$ cat config.mk
export PLATFORM = sky130hd
export DESIGN_NAME = pdw_issue_window
export DESIGN_NICKNAME = d
export VERILOG_FILES = /design/src/rtl/pdw_pkg.sv /design/src/rtl/pdw_slot.sv /design/src/rtl/pdw_pick.sv /design/src/rtl/pdw_ctrl.sv /design/src/rtl/pdw_issue_window.sv
export SDC_FILE = /design/constraint.sdc
export NUM_CORES = 2
export LEC_CHECK = 0
export CAP_MARGIN = 15
export CELL_PAD_IN_SITES_DETAIL_PLACEMENT = 0
export CELL_PAD_IN_SITES_GLOBAL_PLACEMENT = 1
export CORE_ASPECT_RATIO = 1.25
export CORE_MARGIN = 2
export CORE_UTILIZATION = 42
export DETAILED_ROUTE_END_ITERATION = 10
export GPL_TIMING_DRIVEN = 0
export PLACE_DENSITY_LB_ADDON = 0.1
export SYNTH_ARGS = -nofsm -noshare
export SYNTH_HDL_FRONTEND = slang
export SYNTH_SLANG_ARGS = --single-unit
$ cat constraint.sdc
create_clock -name clk -period 18.05 [get_ports clk]
set_input_delay 1.805 -clock clk [delete_from_list [all_inputs] [get_ports clk]]
set_output_delay 1.805 -clock clk [all_outputs]
set_load 0.01 [all_outputs]
$ cat src/rtl/pdw_pkg.sv
`timescale 1ns/1ps
package pdw_pkg;
    parameter int TAG_W  = 6;
    parameter int DATA_W = 16;
    localparam int CLS_W = 3;
    localparam int LAT_W = 5;

    typedef enum logic [CLS_W-1:0] {
        CL_INT  = 3'd0,
        CL_LOAD = 3'd1,
        CL_MUL  = 3'd2,
        CL_FP   = 3'd3,
        CL_DIVS = 3'd4,
        CL_DIVD = 3'd5
    } cls_e;

    typedef enum logic [1:0] {G_OPEN, G_TRUE, G_FALSE} gst_e;
    typedef enum logic [1:0] {S_IDLE, S_LOAD, S_RUN, S_DONE} st_e;

    typedef struct packed {
        logic [TAG_W-1:0]  tag;
        logic              have;
        logic [DATA_W-1:0] val;
    } src_t;

    typedef struct packed {
        cls_e             cls;
        logic [TAG_W-1:0] dst;
        src_t             a;
        src_t             b;
        logic             g_use;
        logic [TAG_W-1:0] g_tag;
    } slot_t;

    function automatic logic [LAT_W-1:0] class_lat(input cls_e c);
        logic [LAT_W-1:0] l;
        case (c)
            CL_INT:  l = LAT_W'(1);
            CL_LOAD: l = LAT_W'(3);
            CL_MUL:  l = LAT_W'(8);
            CL_FP:   l = LAT_W'(4);
            CL_DIVS: l = LAT_W'(18);
            CL_DIVD: l = LAT_W'(31);
            default: l = LAT_W'(1);
        endcase
        return l;
    endfunction

    function automatic logic is_div(input cls_e c);
        return (c == CL_DIVS) || (c == CL_DIVD);
    endfunction
endpackage

$ cat src/rtl/pdw_slot.sv
`timescale 1ns/1ps
module pdw_slot
    import pdw_pkg::*;
#(
    parameter int NBUS = 2
) (
    input  logic                   clk,
    input  logic                   rst_n,
    input  logic                   clr,
    input  logic                   ld,
    input  slot_t                  ld_info,
    input  logic                   run,
    input  logic [NBUS-1:0]        bv,
    input  logic [NBUS*TAG_W-1:0]  btag,
    input  logic [NBUS*DATA_W-1:0] bval,
    input  logic                   fire,
    output logic                   live,
    output logic                   ready,
    output logic                   gkill,
    output logic                   finished,
    output logic [DATA_W-1:0]      opa,
    output logic [DATA_W-1:0]      opb,
    output cls_e                   cls,
    output logic [TAG_W-1:0]       dst
);
    logic              valid_q, issued_q, null_q;
    slot_t             info_q;
    gst_e              gst_q;
    logic              a_hit, b_hit, g_hit, g_bit;
    logic [DATA_W-1:0] a_bus, b_bus;

    // tag match against every bus; the lowest-numbered bus wins
    always_comb begin
        a_hit = 1'b0;
        b_hit = 1'b0;
        g_hit = 1'b0;
        g_bit = 1'b0;
        a_bus = '0;
        b_bus = '0;
        for (int k = NBUS - 1; k >= 0; k--) begin
            if (run && bv[k]) begin
                if (btag[k*TAG_W +: TAG_W] == info_q.a.tag) begin
                    a_hit = 1'b1;
                    a_bus = bval[k*DATA_W +: DATA_W];
                end
                if (btag[k*TAG_W +: TAG_W] == info_q.b.tag) begin
                    b_hit = 1'b1;
                    b_bus = bval[k*DATA_W +: DATA_W];
                end
                if (btag[k*TAG_W +: TAG_W] == info_q.g_tag) begin
                    g_hit = 1'b1;
                    g_bit = bval[k*DATA_W];
                end
            end
        end
    end

    assign live     = valid_q && !issued_q && !null_q;
    assign finished = !live;
    assign ready    = (info_q.a.have || a_hit) && (info_q.b.have || b_hit);
    assign gkill    = info_q.g_use &&
                      (gst_q == G_FALSE || (gst_q == G_OPEN && g_hit && !g_bit));
    assign opa      = info_q.a.have ? info_q.a.val : a_bus;
    assign opb      = info_q.b.have ? info_q.b.val : b_bus;
    assign cls      = info_q.cls;
    assign dst      = info_q.dst;

    always_ff @(posedge clk or negedge rst_n) begin
        if (!rst_n) begin
            valid_q  <= 1'b0;
            issued_q <= 1'b0;
            null_q   <= 1'b0;
            info_q   <= '0;
            gst_q    <= G_OPEN;
        end else if (clr) begin
            valid_q  <= 1'b0;
            issued_q <= 1'b0;
            null_q   <= 1'b0;
        end else if (ld) begin
            valid_q  <= 1'b1;
            issued_q <= 1'b0;
            null_q   <= 1'b0;
            info_q   <= ld_info;
            gst_q    <= G_OPEN;
        end else begin
            if (fire)
                issued_q <= 1'b1;
            if (live && gkill)
                null_q <= 1'b1;
            if (!info_q.a.have && a_hit) begin
                info_q.a.have <= 1'b1;
                info_q.a.val  <= a_bus;
            end
            if (!info_q.b.have && b_hit) begin
                info_q.b.have <= 1'b1;
                info_q.b.val  <= b_bus;
            end
            if (info_q.g_use && gst_q == G_OPEN && g_hit)
                gst_q <= g_bit ? G_TRUE : G_FALSE;
        end
    end

    assert_fire_ready_R2: assert property (@(posedge clk) disable iff (!rst_n)
        fire |-> (live && ready));
    assert_fire_guard_R5: assert property (@(posedge clk) disable iff (!rst_n)
        fire |-> !gkill);
    assert_null_final_R5: assert property (@(posedge clk) disable iff (!rst_n)
        (null_q && !clr && !ld) |=> (null_q && !issued_q));
endmodule

$ cat src/rtl/pdw_pick.sv
`timescale 1ns/1ps
module pdw_pick #(
    parameter int NENT    = 8,
    parameter int SUBW    = 4,
    parameter int ISSUE_W = 2,
    parameter int IDXW    = 3,
    parameter int GRPW    = 1
) (
    input  logic                    clk,
    input  logic                    rst_n,
    input  logic [NENT-1:0]         cand,
    input  logic [NENT-1:0]         divmask,
    input  logic                    div_free,
    input  logic [GRPW-1:0]         grp,
    output logic [NENT-1:0]         grant,
    output logic [ISSUE_W-1:0]      sv,
    output logic [ISSUE_W*IDXW-1:0] sidx
);
    // oldest-first linear scan restricted to the current sub-window
    always_comb begin
        int  n;
        logic dtaken;
        n      = 0;
        dtaken = 1'b0;
        grant  = '0;
        sv     = '0;
        sidx   = '0;
        for (int i = 0; i < NENT; i++) begin
            if (cand[i] && (i / SUBW) == int'(grp) && n < ISSUE_W &&
                (!divmask[i] || (div_free && !dtaken))) begin
                grant[i]               = 1'b1;
                sv[n]                  = 1'b1;
                sidx[n*IDXW +: IDXW]   = IDXW'(i);
                if (divmask[i])
                    dtaken = 1'b1;
                n++;
            end
        end
    end

    assert_issue_width_R8: assert property (@(posedge clk) disable iff (!rst_n)
        $countones(grant) <= ISSUE_W);
    assert_one_divide_R10: assert property (@(posedge clk) disable iff (!rst_n)
        $countones(grant & divmask) <= 1);
    assert_div_blocked_R10: assert property (@(posedge clk) disable iff (!rst_n)
        !div_free |-> ((grant & divmask) == '0));
endmodule

$ cat src/rtl/pdw_ctrl.sv
`timescale 1ns/1ps
module pdw_ctrl
    import pdw_pkg::*;
#(
    parameter int NGRP = 2,
    parameter int GRPW = 1
) (
    input  logic             clk,
    input  logic             rst_n,
    input  logic             blk_start,
    input  logic             blk_go,
    input  logic             grp_done,
    input  logic             div_fire,
    input  logic [LAT_W-1:0] div_lat,
    output logic             accept,
    output logic             loading,
    output logic             run,
    output logic             done,
    output logic [GRPW-1:0]  grp,
    output logic             div_free
);
    st_e              st_q, st_d;
    logic [GRPW-1:0]  grp_q, grp_d;
    logic [LAT_W-1:0] dcnt_q;

    always_ff @(posedge clk or negedge rst_n) begin
        if (!rst_n) begin
            st_q  <= S_IDLE;
            grp_q <= '0;
        end else begin
            st_q  <= st_d;
            grp_q <= grp_d;
        end
    end

    always_comb begin
        st_d  = st_q;
        grp_d = grp_q;
        unique case (st_q)
            S_IDLE: if (blk_start) st_d = S_LOAD;
            S_LOAD: if (blk_go) begin
                st_d  = S_RUN;
                grp_d = '0;
            end
            S_RUN: if (grp_done) begin
                if (grp_q == GRPW'(NGRP - 1))
                    st_d = S_DONE;
                else
                    grp_d = grp_q + GRPW'(1);
            end
            S_DONE: if (blk_start) st_d = S_LOAD;
            default: st_d = S_IDLE;
        endcase
    end

    always_comb begin
        accept  = blk_start && (st_q == S_IDLE || st_q == S_DONE);
        loading = (st_q == S_LOAD);
        run     = (st_q == S_RUN);
        done    = (st_q == S_DONE);
        grp     = grp_q;
    end

    // non-pipelined divider occupancy
    always_ff @(posedge clk or negedge rst_n) begin
        if (!rst_n)
            dcnt_q <= '0;
        else if (div_fire)
            dcnt_q <= div_lat - LAT_W'(1);
        else if (dcnt_q != '0)
            dcnt_q <= dcnt_q - LAT_W'(1);
    end
    assign div_free = (dcnt_q == '0);

    assert_div_gap_R10: assert property (@(posedge clk) disable iff (!rst_n)
        div_fire |-> div_free);
    assert_grp_hold_R7: assert property (@(posedge clk) disable iff (!rst_n)
        (st_q == S_RUN && !grp_done) |=> $stable(grp_q));
    assert_done_hold_R11: assert property (@(posedge clk) disable iff (!rst_n)
        (st_q == S_DONE && !blk_start) |=> (st_q == S_DONE));
    assert_go_start_R12: assert property (@(posedge clk) disable iff (!rst_n)
        (st_q == S_LOAD && blk_go) |=> (st_q == S_RUN && grp_q == '0));
endmodule

$ cat src/rtl/pdw_issue_window.sv
`timescale 1ns/1ps
module pdw_issue_window
    import pdw_pkg::*;
#(
    parameter int NENT    = 8,
    parameter int SUBW    = 4,
    parameter int ISSUE_W = 2,
    parameter int NBUS    = 2,
    localparam int IDXW   = (NENT > 1) ? $clog2(NENT) : 1
) (
    input  logic                        clk,
    input  logic                        rst_n,
    input  logic                        blk_start,
    input  logic                        ld_we,
    input  logic [IDXW-1:0]             ld_idx,
    input  logic [CLS_W-1:0]            ld_cls,
    input  logic [TAG_W-1:0]            ld_dst,
    input  logic [TAG_W-1:0]            ld_a_tag,
    input  logic                        ld_a_have,
    input  logic [DATA_W-1:0]           ld_a_val,
    input  logic [TAG_W-1:0]            ld_b_tag,
    input  logic                        ld_b_have,
    input  logic [DATA_W-1:0]           ld_b_val,
    input  logic                        ld_g_use,
    input  logic [TAG_W-1:0]            ld_g_tag,
    input  logic                        blk_go,
    input  logic [NBUS-1:0]             rb_valid,
    input  logic [NBUS*TAG_W-1:0]       rb_tag,
    input  logic [NBUS*DATA_W-1:0]      rb_val,
    output logic [ISSUE_W-1:0]          iss_valid,
    output logic [ISSUE_W*IDXW-1:0]     iss_idx,
    output logic [ISSUE_W*CLS_W-1:0]    iss_cls,
    output logic [ISSUE_W*TAG_W-1:0]    iss_dst,
    output logic [ISSUE_W*DATA_W-1:0]   iss_a,
    output logic [ISSUE_W*DATA_W-1:0]   iss_b,
    output logic [ISSUE_W*LAT_W-1:0]    iss_lat,
    output logic                        busy,
    output logic                        blk_done
);
    localparam int NGRP = NENT / SUBW;
    localparam int GRPW = (NGRP > 1) ? $clog2(NGRP) : 1;

    slot_t             ld_info;
    logic              accept, loading, run, done, div_free, div_fire, grp_done;
    logic [GRPW-1:0]   grp;
    logic [LAT_W-1:0]  div_lat;
    logic [NENT-1:0]   live, ready, gkill, finished, cand, divmask, grant;
    logic [NGRP-1:0]   gdone;
    logic [ISSUE_W-1:0]      sv;
    logic [ISSUE_W*IDXW-1:0] sidx;
    logic [DATA_W-1:0] opa_a [NENT];
    logic [DATA_W-1:0] opb_a [NENT];
    cls_e              cls_a [NENT];
    logic [TAG_W-1:0]  dst_a [NENT];

    always_comb begin
        ld_info.cls    = cls_e'(ld_cls);
        ld_info.dst    = ld_dst;
        ld_info.a.tag  = ld_a_tag;
        ld_info.a.have = ld_a_have;
        ld_info.a.val  = ld_a_val;
        ld_info.b.tag  = ld_b_tag;
        ld_info.b.have = ld_b_have;
        ld_info.b.val  = ld_b_val;
        ld_info.g_use  = ld_g_use;
        ld_info.g_tag  = ld_g_tag;
    end

    for (genvar e = 0; e < NENT; e++) begin : g_slot
        pdw_slot #(.NBUS(NBUS)) u_slot (
            .clk      (clk),
            .rst_n    (rst_n),
            .clr      (accept),
            .ld       (loading && ld_we && ld_idx == IDXW'(e)),
            .ld_info  (ld_info),
            .run      (run),
            .bv       (rb_valid),
            .btag     (rb_tag),
            .bval     (rb_val),
            .fire     (grant[e]),
            .live     (live[e]),
            .ready    (ready[e]),
            .gkill    (gkill[e]),
            .finished (finished[e]),
            .opa      (opa_a[e]),
            .opb      (opb_a[e]),
            .cls      (cls_a[e]),
            .dst      (dst_a[e])
        );
        assign cand[e]    = run && live[e] && ready[e] && !gkill[e];
        assign divmask[e] = is_div(cls_a[e]);
    end

    for (genvar k = 0; k < NGRP; k++) begin : g_grp
        assign gdone[k] = &finished[k*SUBW +: SUBW];
    end
    assign grp_done = gdone[grp];

    always_comb begin
        div_fire = 1'b0;
        div_lat  = '0;
        for (int i = 0; i < NENT; i++) begin
            if (grant[i] && divmask[i]) begin
                div_fire = 1'b1;
                div_lat  = class_lat(cls_a[i]);
            end
        end
    end

    pdw_pick #(
        .NENT(NENT), .SUBW(SUBW), .ISSUE_W(ISSUE_W), .IDXW(IDXW), .GRPW(GRPW)
    ) u_pick (
        .clk      (clk),
        .rst_n    (rst_n),
        .cand     (cand),
        .divmask  (divmask),
        .div_free (div_free),
        .grp      (grp),
        .grant    (grant),
        .sv       (sv),
        .sidx     (sidx)
    );

    pdw_ctrl #(.NGRP(NGRP), .GRPW(GRPW)) u_ctrl (
        .clk       (clk),
        .rst_n     (rst_n),
        .blk_start (blk_start),
        .blk_go    (blk_go),
        .grp_done  (grp_done),
        .div_fire  (div_fire),
        .div_lat   (div_lat),
        .accept    (accept),
        .loading   (loading),
        .run       (run),
        .done      (done),
        .grp       (grp),
        .div_free  (div_free)
    );

    for (genvar s = 0; s < ISSUE_W; s++) begin : g_iss
        logic [IDXW-1:0] pi;
        assign pi = sidx[s*IDXW +: IDXW];
        assign iss_valid[s]                     = sv[s];
        assign iss_idx[s*IDXW +: IDXW]          = pi;
        assign iss_cls[s*CLS_W +: CLS_W]        = cls_a[pi];
        assign iss_dst[s*TAG_W +: TAG_W]        = dst_a[pi];
        assign iss_a[s*DATA_W +: DATA_W]        = opa_a[pi];
        assign iss_b[s*DATA_W +: DATA_W]        = opb_a[pi];
        assign iss_lat[s*LAT_W +: LAT_W]        = class_lat(cls_a[pi]);

        assert_in_window_R6: assert property (@(posedge clk) disable iff (!rst_n)
            sv[s] |-> ((int'(pi) / SUBW) == int'(grp)));
    end

    assign busy     = run;
    assign blk_done = done;
endmodule

==> results.md <==
- Average wire per standard cell: 29.2 um
- Worst Hold Class: reg2reg
- Outcome: completed
- Core area: 104000 um2
- Post-route ant nets: 0
- Mapped cell area: 43800 um2
- Non-filler cells, final: 7102
- Power Total: 5320 uW
- Number of sinks on the clock net: 544
- Post-route clock period utilization: 0.976
- Sequential cell area fraction in the yosys report: 0.311
- Clock Pin Slew Worst Setup and Hold Paths: 0.06 ns
- Sequential standard cell area: 13600 um2
- Achievable frequency: 0.0567 GHz
- Overall die height: 365 um
- Layout overhead on the synthesized area: 17.1%
- Cell total after placement: 6906
- Routed Wire Length: 208000 um
- Iter 0 DRT Violations: 4322
- Total GRT Usage: 0.381
- # IOs: 218
- CP Depth: 62
- Largest buffer count on any clock path: 3
- Arrival time of the worst setup path: 15.82 ns
- Number of buffer cells added on primary ports: 111
- Worst Setup Start Kind: input pin
- VDD IR max: 78.5 uV
- Number of H-tree branching levels: 3
- Clk_skew: 0.0326 ns
- Lkg Pwr: 0.0240 uW
- Starting density of the core: 0.423
- Ys Warns: 0
- Pwr dens: 104 nW/um2
- Global-route wire length before repair: 299000 um
- Synthesized netlist cell count: 5431
- Worst-case setup margin in the final layout: 0.424 ns
- Crit path buf inv count: 9
- EDFF count, synth: 0
- Clock tree from TritonCTS: done
- Residual overflow from global routing: 0
- CP endpoint kind: output port
- Worst r2r path cells: 54
- Post-synthesis average cell area: 8.06 um2
- Number of global-route vias before repair: 43100
- Number of antenna violations at the first check in global routing: 16
- Standard-cell rows: 132
- Critical Path RT: 16.24 ns
- Type of the worst setup path: in2out
- Most common cell on crit path: ha_1
- Proportion of layout cells with a drive suffix above 1: 0.124
- Most used flip-flop cell after synthesis: dfrtp_1
- HPWL Detailed: 161000 um
- Total of fill cells in the finished design: 10400
- Pin count of the biggest net entering global routing: 99
- Detailed-routing iteration count for the pre-antenna-repair pass: 6
- Cell at the slowest stage of the critical path: clkbuf_1
- Count of unique library cells instantiated by Yosys: 112
- Worst setup slack before clock tree synthesis: -6.04 ns
- Max Cap Violations: 0
- Routability cong.: 1.02
- Avg Vias per Cell: 6.23
- Worst hold path cell count: 2
- DRC violations left: 0
- # nets final: 5904
- Total of flip-flops plus latches after synthesis: 544
- Number of max-slew violations in the final report: 0
- Worst slew margin: 0.0296
- Final hold violations: 0
- Clock insertion delay at the later pin of the skew report: 0.67 ns
- Die width: 293 um
- Largest stage delay, worst path: 0.79 ns
- Total Negative Setup Slacks: 0 ns
- Worst Hold Slack: 0.477 ns
- Family of cells with the greatest summed delay on the critical path: simple AND/OR/NAND/NOR gates
- Total via count after detailed routing: 44300
- Cts-stage hold buffer count: 0
- Asr flop ratio synth: 1.00
- Min Clock Period, post-route: 17.63 ns
- Die footprint: 107000 um2
- Number of buffers created by CTS: 69
- Area of combinational cells with multiple inputs: 28500 um2
- Worst slew pin tran: 1.44 ns
- Setup-failing EPs final: 0
- Cell at the root of the clock tree: clkbuf_16
- Worst-path fanout max: 10
worst paths after layout:
kind | from | slack (ns) | endpoint
max reg2reg | u_ctrl.st_q[0] | 5.16 | u_ctrl.dcnt_q[3]
min in group asynchronous | rst_n | 1.07 | u_ctrl.dcnt_q[3]
max | rb_val[16] | 0.42 | iss_a[10]
min | g_slot[2].u_slot.info_q[38] | 0.48 | g_slot[2].u_slot.info_q[38]
max in group asynchronous | rst_n | 15.57 | g_slot[0].u_slot.info_q[39]
min reg2reg | g_slot[2].u_slot.info_q[38] | 0.48 | g_slot[2].u_slot.info_q[38]
per-layer routing:
| metal | track usage | wire length [um] | up-vias |
|---|---|---|---|
| met5 | 0 | 49 | - |
| met4 | 0.176 | 10600 | 8 |
| met3 | 0.0778 | 17300 | 503 |
| met2 | 0.623 | 95300 | 2098 |
| met1 | 0.483 | 84300 | 22100 |
| li1 | - | - | 19600 |
layout by cell type (no fill, tap or decap), types with 34 or more instances in the layout:
| cell | netlist | routed |
|---|---|---|
| nand2_1 | 1108 | 1102 |
| dfrtp_1 | 544 | 544 |
| mux2i_1 | 525 | 520 |
| o21ai_0 | 510 | 460 |
| clkbuf_1 | 388 | 333 |
| nor2_1 | 270 | 262 |
| a21oi_1 | 222 | 220 |
| xor2_1 | 194 | 194 |
| a22o_1 | 150 | 150 |
| mux2_2 | 135 | 134 |
| xnor2_1 | 133 | 132 |
| o211ai_1 | 117 | 117 |
| inv_1 | 111 | 109 |
| nor3_1 | 108 | 99 |
| buf_4 | 18 | 90 |
| ha_1 | 78 | 73 |
| clkbuf_16 | 0 | 72 |
| nand3_1 | 68 | 64 |
| dlygate4sd2_1 | 0 | 56 |
| nand4_1 | 45 | 45 |
| nand2b_1 | 43 | 42 |
| buf_1 | 46 | 41 |
| o21ai_1 | 24 | 38 |
| or2_2 | 39 | 38 |
| a22oi_1 | 36 | 36 |
| nor4_1 | 49 | 34 |
final cells by class:
type                       instances  share of cell area
multi-input combinational       4259               0.556
antenna                            7            0.000342
clock buffer                      86              0.0373
inverter                         119             0.00888
sequential                       544               0.266
tap                             1340              0.0327
timing repair buffer             203              0.0394
buffer                           509              0.0517
clock inverter                    35             0.00864
what timing repair did:
action | CTS | global route
pin swaps | 44 | 26
setup buffers | 47 | 18
resized for setup | 399 | 97
setup endpoints to repair | 100 | 96
synthesized netlist by cell type (108+ instances only):
master    instances  share of area
nor2_1          270          0.023
clkbuf_1        388          0.033
nand2_1        1108          0.095
o211ai_1        117          0.020
a21oi_1         222          0.025
a22o_1          150          0.030
xor2_1          194          0.039
inv_1           111         0.0095
o21ai_0         510          0.058
dfrtp_1         544           0.31
mux2i_1         525           0.12
xnor2_1         133          0.027
nor3_1          108          0.012
mux2_2          135          0.035
sequential cells by signal, summed over array words and instances (netlist names):
signal / count
g_slot.u_slot.gst_q: 16
g_slot.u_slot.valid_q: 8
g_slot.u_slot.cls: 24
u_ctrl.dcnt_q: 5
g_slot.u_slot.issued_q: 8
g_slot.u_slot.dst: 48
g_slot.u_slot.info_q: 424
u_ctrl.st_q: 2
u_ctrl.grp: 1
g_slot.u_slot.null_q: 8
report_power, final:
group / total [uW] / internal (uW) / switching, uW
registers: 1790 / 1490 / 300
clock network: 1500 / 862 / 640
logic: 2030 / 776 / 1250
kinds of logic after synthesis:
logic type               share of synthesized area
multiplexers                                 0.155
buffers and inverters                       0.0599
AND/OR/NAND/NOR                              0.196
XOR/XNOR                                    0.0660
AO/OA/AOI/OAI                                0.187
flip-flops                                   0.311
adder cells (fa/ha/maj)                     0.0250
other                                    0.0000856
metrics by stage:
step	cell area [um2]	util
after floorplan	43800	-
after global placement	46600	0.450
after detailed placement	47000	0.454
after CTS	50700	0.490
after global routing	51300	0.495
final	51300	0.495
tightest hold or removal path: stages, from the launching register on:
cell	delay (ns)
dfrtp_1	0.34
nand2_1	0.04
o21ai_0	0.06
Power figures use the tool's default switching activity.
